$ cat src/rtl/serial_cfg_pkg.sv
package serial_cfg_pkg;
  typedef enum logic {
    ROUTE_MAIN = 1'b0,
    ROUTE_REF  = 1'b1
  } route_e;

  function automatic int unsigned max_u(input int unsigned a, input int unsigned b);
    return (a > b) ? a : b;
  endfunction
endpackage

$ cat src/rtl/cfg_sync.sv
module cfg_sync #(
  parameter int unsigned W      = 3,
  parameter int unsigned STAGES = 2
) (
  input  logic         clk_i,
  input  logic         rst_ni,
  input  logic [W-1:0] async_i,
  output logic [W-1:0] lvl_o,
  output logic [W-1:0] rise_o
);
  for (genvar g = 0; g < W; g++) begin : g_bit
    // pipe[STAGES-1] is the synchronised level, pipe[STAGES] its previous value
    logic [STAGES:0] pipe;
    always_ff @(posedge clk_i or negedge rst_ni) begin
      if (!rst_ni) pipe <= '0;
      else         pipe <= {pipe[STAGES-1:0], async_i[g]};
    end
    assign lvl_o[g]  = pipe[STAGES-1];
    assign rise_o[g] = pipe[STAGES-1] & ~pipe[STAGES];
  end
endmodule

$ cat src/rtl/cfg_shifter.sv
module cfg_shifter #(
  parameter int unsigned SR_W = 19
) (
  input  logic            clk_i,
  input  logic            rst_ni,
  input  logic            shift_i,
  input  logic            bit_i,
  output logic [SR_W-1:0] word_o
);
  always_ff @(posedge clk_i or negedge rst_ni) begin
    if (!rst_ni)      word_o <= '0;
    else if (shift_i) word_o <= {word_o[SR_W-2:0], bit_i};
  end
endmodule

$ cat src/rtl/cfg_latch.sv
module cfg_latch
  import serial_cfg_pkg::*;
#(
  parameter int unsigned REF_W    = 14,
  parameter int unsigned SWAL_W   = 7,
  parameter int unsigned MAIN_W   = 11,
  parameter int unsigned REF_MIN  = 8,
  parameter int unsigned MAIN_MIN = 16,
  parameter int unsigned SR_W     = 19
) (
  input  logic              clk_i,
  input  logic              rst_ni,
  input  logic              load_i,
  input  logic [SR_W-1:0]   word_i,
  output logic [REF_W-1:0]  ref_ratio_o,
  output logic              mod_sel_o,
  output logic [MAIN_W-1:0] main_cnt_o,
  output logic [SWAL_W-1:0] swal_cnt_o,
  output logic              err_o
);
  localparam int unsigned MAIN_LSB = SWAL_W + 1;
  localparam int unsigned MAIN_MSB = SWAL_W + MAIN_W;

  route_e              route;
  logic                new_mod;
  logic [REF_W-1:0]    new_ratio;
  logic [MAIN_W-1:0]   new_main;
  logic [SWAL_W-1:0]   new_swal;
  logic                ref_ok, main_ok;

  always_comb begin
    route     = route_e'(word_i[0]);
    new_mod   = word_i[REF_W+1];
    new_ratio = word_i[REF_W:1];
    new_swal  = word_i[SWAL_W:1];
    new_main  = word_i[MAIN_MSB:MAIN_LSB];
    ref_ok    = new_ratio >= REF_W'(REF_MIN);
    main_ok   = new_main  >= MAIN_W'(MAIN_MIN);
  end

  always_ff @(posedge clk_i or negedge rst_ni) begin
    if (!rst_ni) begin
      ref_ratio_o <= REF_W'(REF_MIN);
      mod_sel_o   <= 1'b0;
      main_cnt_o  <= MAIN_W'(MAIN_MIN);
      swal_cnt_o  <= '0;
      err_o       <= 1'b0;
    end else begin
      err_o <= 1'b0;
      if (load_i) begin
        if (route == ROUTE_REF) begin
          if (ref_ok) begin
            ref_ratio_o <= new_ratio;
            mod_sel_o   <= new_mod;
          end else begin
            err_o <= 1'b1;
          end
        end else begin
          if (main_ok) begin
            main_cnt_o <= new_main;
            swal_cnt_o <= new_swal;
          end else begin
            err_o <= 1'b1;
          end
        end
      end
    end
  end
endmodule

$ cat src/rtl/serial_div_cfg.sv
module serial_div_cfg
  import serial_cfg_pkg::*;
#(
  parameter int unsigned REF_W    = 14,
  parameter int unsigned SWAL_W   = 7,
  parameter int unsigned MAIN_W   = 11,
  parameter int unsigned REF_MIN  = 8,
  parameter int unsigned MAIN_MIN = 16,
  parameter int unsigned STAGES   = 2
) (
  input  logic              clk_i,
  input  logic              rst_ni,
  input  logic              ser_clk_i,
  input  logic              ser_dat_i,
  input  logic              ser_le_i,
  output logic [REF_W-1:0]  ref_ratio_o,
  output logic              mod_sel_o,
  output logic [MAIN_W-1:0] main_cnt_o,
  output logic [SWAL_W-1:0] swal_cnt_o,
  output logic              fast_lock_o,
  output logic              cfg_err_o
);
  localparam int unsigned REF_WORD  = REF_W + 2;
  localparam int unsigned MAIN_WORD = MAIN_W + SWAL_W + 1;
  localparam int unsigned SR_W      = max_u(REF_WORD, MAIN_WORD);

  localparam int unsigned IDX_CLK = 0;
  localparam int unsigned IDX_DAT = 1;
  localparam int unsigned IDX_LE  = 2;

  logic [2:0]      sync_lvl, sync_rise;
  logic [SR_W-1:0] sr_word;

  cfg_sync #(.W(3), .STAGES(STAGES)) u_sync (
    .clk_i   (clk_i),
    .rst_ni  (rst_ni),
    .async_i ({ser_le_i, ser_dat_i, ser_clk_i}),
    .lvl_o   (sync_lvl),
    .rise_o  (sync_rise)
  );

  cfg_shifter #(.SR_W(SR_W)) u_shift (
    .clk_i   (clk_i),
    .rst_ni  (rst_ni),
    .shift_i (sync_rise[IDX_CLK]),
    .bit_i   (sync_lvl[IDX_DAT]),
    .word_o  (sr_word)
  );

  cfg_latch #(
    .REF_W(REF_W), .SWAL_W(SWAL_W), .MAIN_W(MAIN_W),
    .REF_MIN(REF_MIN), .MAIN_MIN(MAIN_MIN), .SR_W(SR_W)
  ) u_latch (
    .clk_i       (clk_i),
    .rst_ni      (rst_ni),
    .load_i      (sync_rise[IDX_LE]),
    .word_i      (sr_word),
    .ref_ratio_o (ref_ratio_o),
    .mod_sel_o   (mod_sel_o),
    .main_cnt_o  (main_cnt_o),
    .swal_cnt_o  (swal_cnt_o),
    .err_o       (cfg_err_o)
  );

  assign fast_lock_o = sync_lvl[IDX_LE];
endmodule

$ cat config.mk
export PLATFORM = sky130hd
export DESIGN_NAME = serial_div_cfg
export DESIGN_NICKNAME = d
export VERILOG_FILES = /design/src/rtl/serial_cfg_pkg.sv /design/src/rtl/cfg_sync.sv /design/src/rtl/cfg_shifter.sv /design/src/rtl/cfg_latch.sv /design/src/rtl/serial_div_cfg.sv
export SDC_FILE = /design/constraint.sdc
export NUM_CORES = 1
export LEC_CHECK = 0
export ABC_AREA = 0
export BUFFER_PORTS_ARGS = -buffer_cell sky130_fd_sc_hd__buf_2
export CORE_MARGIN = 2
export CORE_UTILIZATION = 54
export CTS_CLUSTER_DIAMETER = 200
export DETAILED_ROUTE_END_ITERATION = 8
export PLACE_DENSITY = 0.77
export SLEW_MARGIN = 10
export SYNTH_ARGS = -nofsm -noshare
export SYNTH_HDL_FRONTEND = slang
export SYNTH_SLANG_ARGS = --single-unit
$ cat constraint.sdc
create_clock -name clk_i -period 2.24 [get_ports clk_i]
set_input_delay 0.336 -clock clk_i [delete_from_list [all_inputs] [get_ports clk_i]]
set_output_delay 0.336 -clock clk_i [all_outputs]
set_load 0.1 [all_outputs]
==> results.toml <==
[final_layout]
multiInputGateArea_um2 = 675.6
fillers = 298
mostFrequentLayoutCells = "59 x dfrtp_1, 39 x buf_2, 30 x mux2_2"
layout-drive-gt1-share_pct = 52.97
ff_latch_area_um2 = 1529
nNetsFinal = 186
area_growth_pct = 17.78
layout_commonest_cell = "dfrtp_1"
diodes = 0

[grt]
gr-usage-all-layers_pct = 18.84
gr-total-overflow = 0
grt_start_max_net_pins = 38
grt_pass1_wl_um = 6223
grt_pass1_vias = 1253
grt_antenna_before_repair = 0

[sta]
rsz0062_at_grt = "false"
fin_crit_sh_pct = 80.76
clock_skew_ns = 0.007111
hold_viol_final = 0
tns_ns = 0
final.min_clock_period_ns = 1.809
clock.fmax_mhz = 552.8
drv_slew = 0
worstMarginPinSlew_ns = 0.9173
setup_viol = 0
slew_headroom_pct = 38.85

[clock_tree]
cts_resized = 0
cts.sinks = 61
cts_setup_buffers = 0
root_buffer = "clkbuf_8"
clkTransAtPathRegs_ns = 0.06
holdBufCountCts = 0
htree_levels = 3
cts_buffers = 9
clk_latency_ns = 0.32
cts_buffer_depth = 2
cts_tree = "done"

[floorplan]
chipHeight_um = 68.67
rows = 23
dieArea_um2 = 4716
core_um2 = 4000
start_util_pct = 56.46
fp.dieW_um = 68.67
io_pins = 40

[drt]
first_pass_iters = 4
routed_wl_um = 3834
highest_layer = "met4"
wl_met3_um = 263
wl_met2_um = 1761
num_vias = 1253
detail-route-antenna-nets = 0
drt-initial-drc-count = 55
wl_met1_um = 1761
wl_per_cell_um = 16.31
drc = 0
viasPerCell = 5.332

[critical_path]
critPathBufInv = 0
crit_path_max_fanout = 15
critPathTopFamily = "compound AO/OA/AOI/OAI gates"
cpPeakStageDelay_ns = 0.48
reg2reg_depth = 3
worst-path-stages = 3
path_class = "reg -> reg"
start_kind = "flop"
worstPathRequired_ns = 2.44
critical-path-slowest-cell = "a311o_2"
cp.arrival_ns = 2.01
ff2ff_setup_slack_ns = 0.43
critical_path.endpoint_type = "flop"
path_cells = "nor4_1, a311o_2, mux2_2"

[yosys]
synth.avg_cell_area_um2 = 16.85
netlist_instances = 134
synth_cell_types = 22
ys_warn_count = 0
yosysTopAreaCell = "dfrtp_1"
synth_top_area_share_pct = 65.37
yosys-top-cells-area = "dfrtp_1 65%, mux2_2 15%, mux2_4 6.6%, a22o_1 3.9%, dfstp_2 2.3%"
synth-seq-cells = 61
synthesis.nets = 139
yosysSeqAreaShare_pct = 67.70
syn_area_um2 = 2258

[place]
io_buffers = 39
place_congestion = 0.7141
dp_hpwl_um = 2596

[run]
drv_cap = 0

[hold_path]
hp-class = "in -> async"

[outcome]
status = "complete, no violations"
## final timing paths
kind	startpoint	endpoint
worst max-delay path	u_shift.word_o[6]	u_latch.mod_sel_o
worst min-delay path	rst_ni	u_latch.main_cnt_o[7]
worst max register to register	u_shift.word_o[6]	u_latch.mod_sel_o
worst min register to register	u_sync.g_bit[1].pipe[0]	u_sync.g_bit[1].pipe[1]
max in group asynchronous	rst_ni	u_latch.main_cnt_o[4]
min in group clk_i	ser_clk_i	u_sync.g_bit[0].pipe[0]
## synth_stat cells
cell	n
dfrtp_1	59
mux2_2	30
a22o_1	10
mux2_4	10
clkbuf_1	3
nor4_1	3
dfstp_2	2
nand2_1	2
nand2b_1	2
a211o_1	1
a21oi_1	1
a22o_2	1
a311o_2	1
buf_12	1
buf_4	1
buf_6	1
inv_1	1
nand3_1	1
nand3b_1	1
nor2_1	1
nor3_1	1
o21ai_0	1
## metrics by stage
step	cell area, um2	std cells	hold slack (ns)	util, %	worst slack [ns]
floorplan	2258	134	0.04041	-	0.1362
global placement	2501	220	0.3330	62.53	0.4183
detailed placement	2501	220	0.3347	62.53	0.3711
CTS	2660	235	0.007644	66.50	0.4256
global route	2660	235	0.03933	66.50	0.3074
finish	2660	235	0.003386	66.50	0.4310
## registers in the layout, indices dropped and copies added, names as in the netlist
signal	flops
u_latch.main_cnt_o	11
u_sync.g_bit.pipe	8
u_latch.mod_sel_o	1
u_shift.word_o	19
u_latch.swal_cnt_o	7
u_latch.err_o	1
u_latch.ref_ratio_o	14
## metal layers
layer,vias to the layer above,GRT usage (%)
met2,45,26.32
met5,-,0
met4,0,10.50
met1,618,26.32
li1,584,-
met3,6,5.519
## final cells by class
type | count | area share [%]
Clock buffer | 13 | 5.597
Clock inverter | 2 | 0.3763
Inverter | 1 | 0.1411
Multi-Input combinational cell | 66 | 25.40
Sequential cell | 61 | 57.48
Tap cell | 50 | 2.352
Timing Repair Buffer | 42 | 8.655
## kinds of logic (layout without fill, tap and decap cells)
logic type / after synthesis / after routing / share of synthesized area (%)
DFF: 61 / 61 / 67.70
muxes: 40 / 40 / 21.61
AOI/OAI and AO/OA: 15 / 15 / 5.650
and+or+nand+nor: 11 / 11 / 2.659
buffers and inverters: 7 / 58 / 2.382
Power is left out: the tool's default activity adds up to more than one toggle a clock period on the data nets, which glitch-free logic cannot reach.
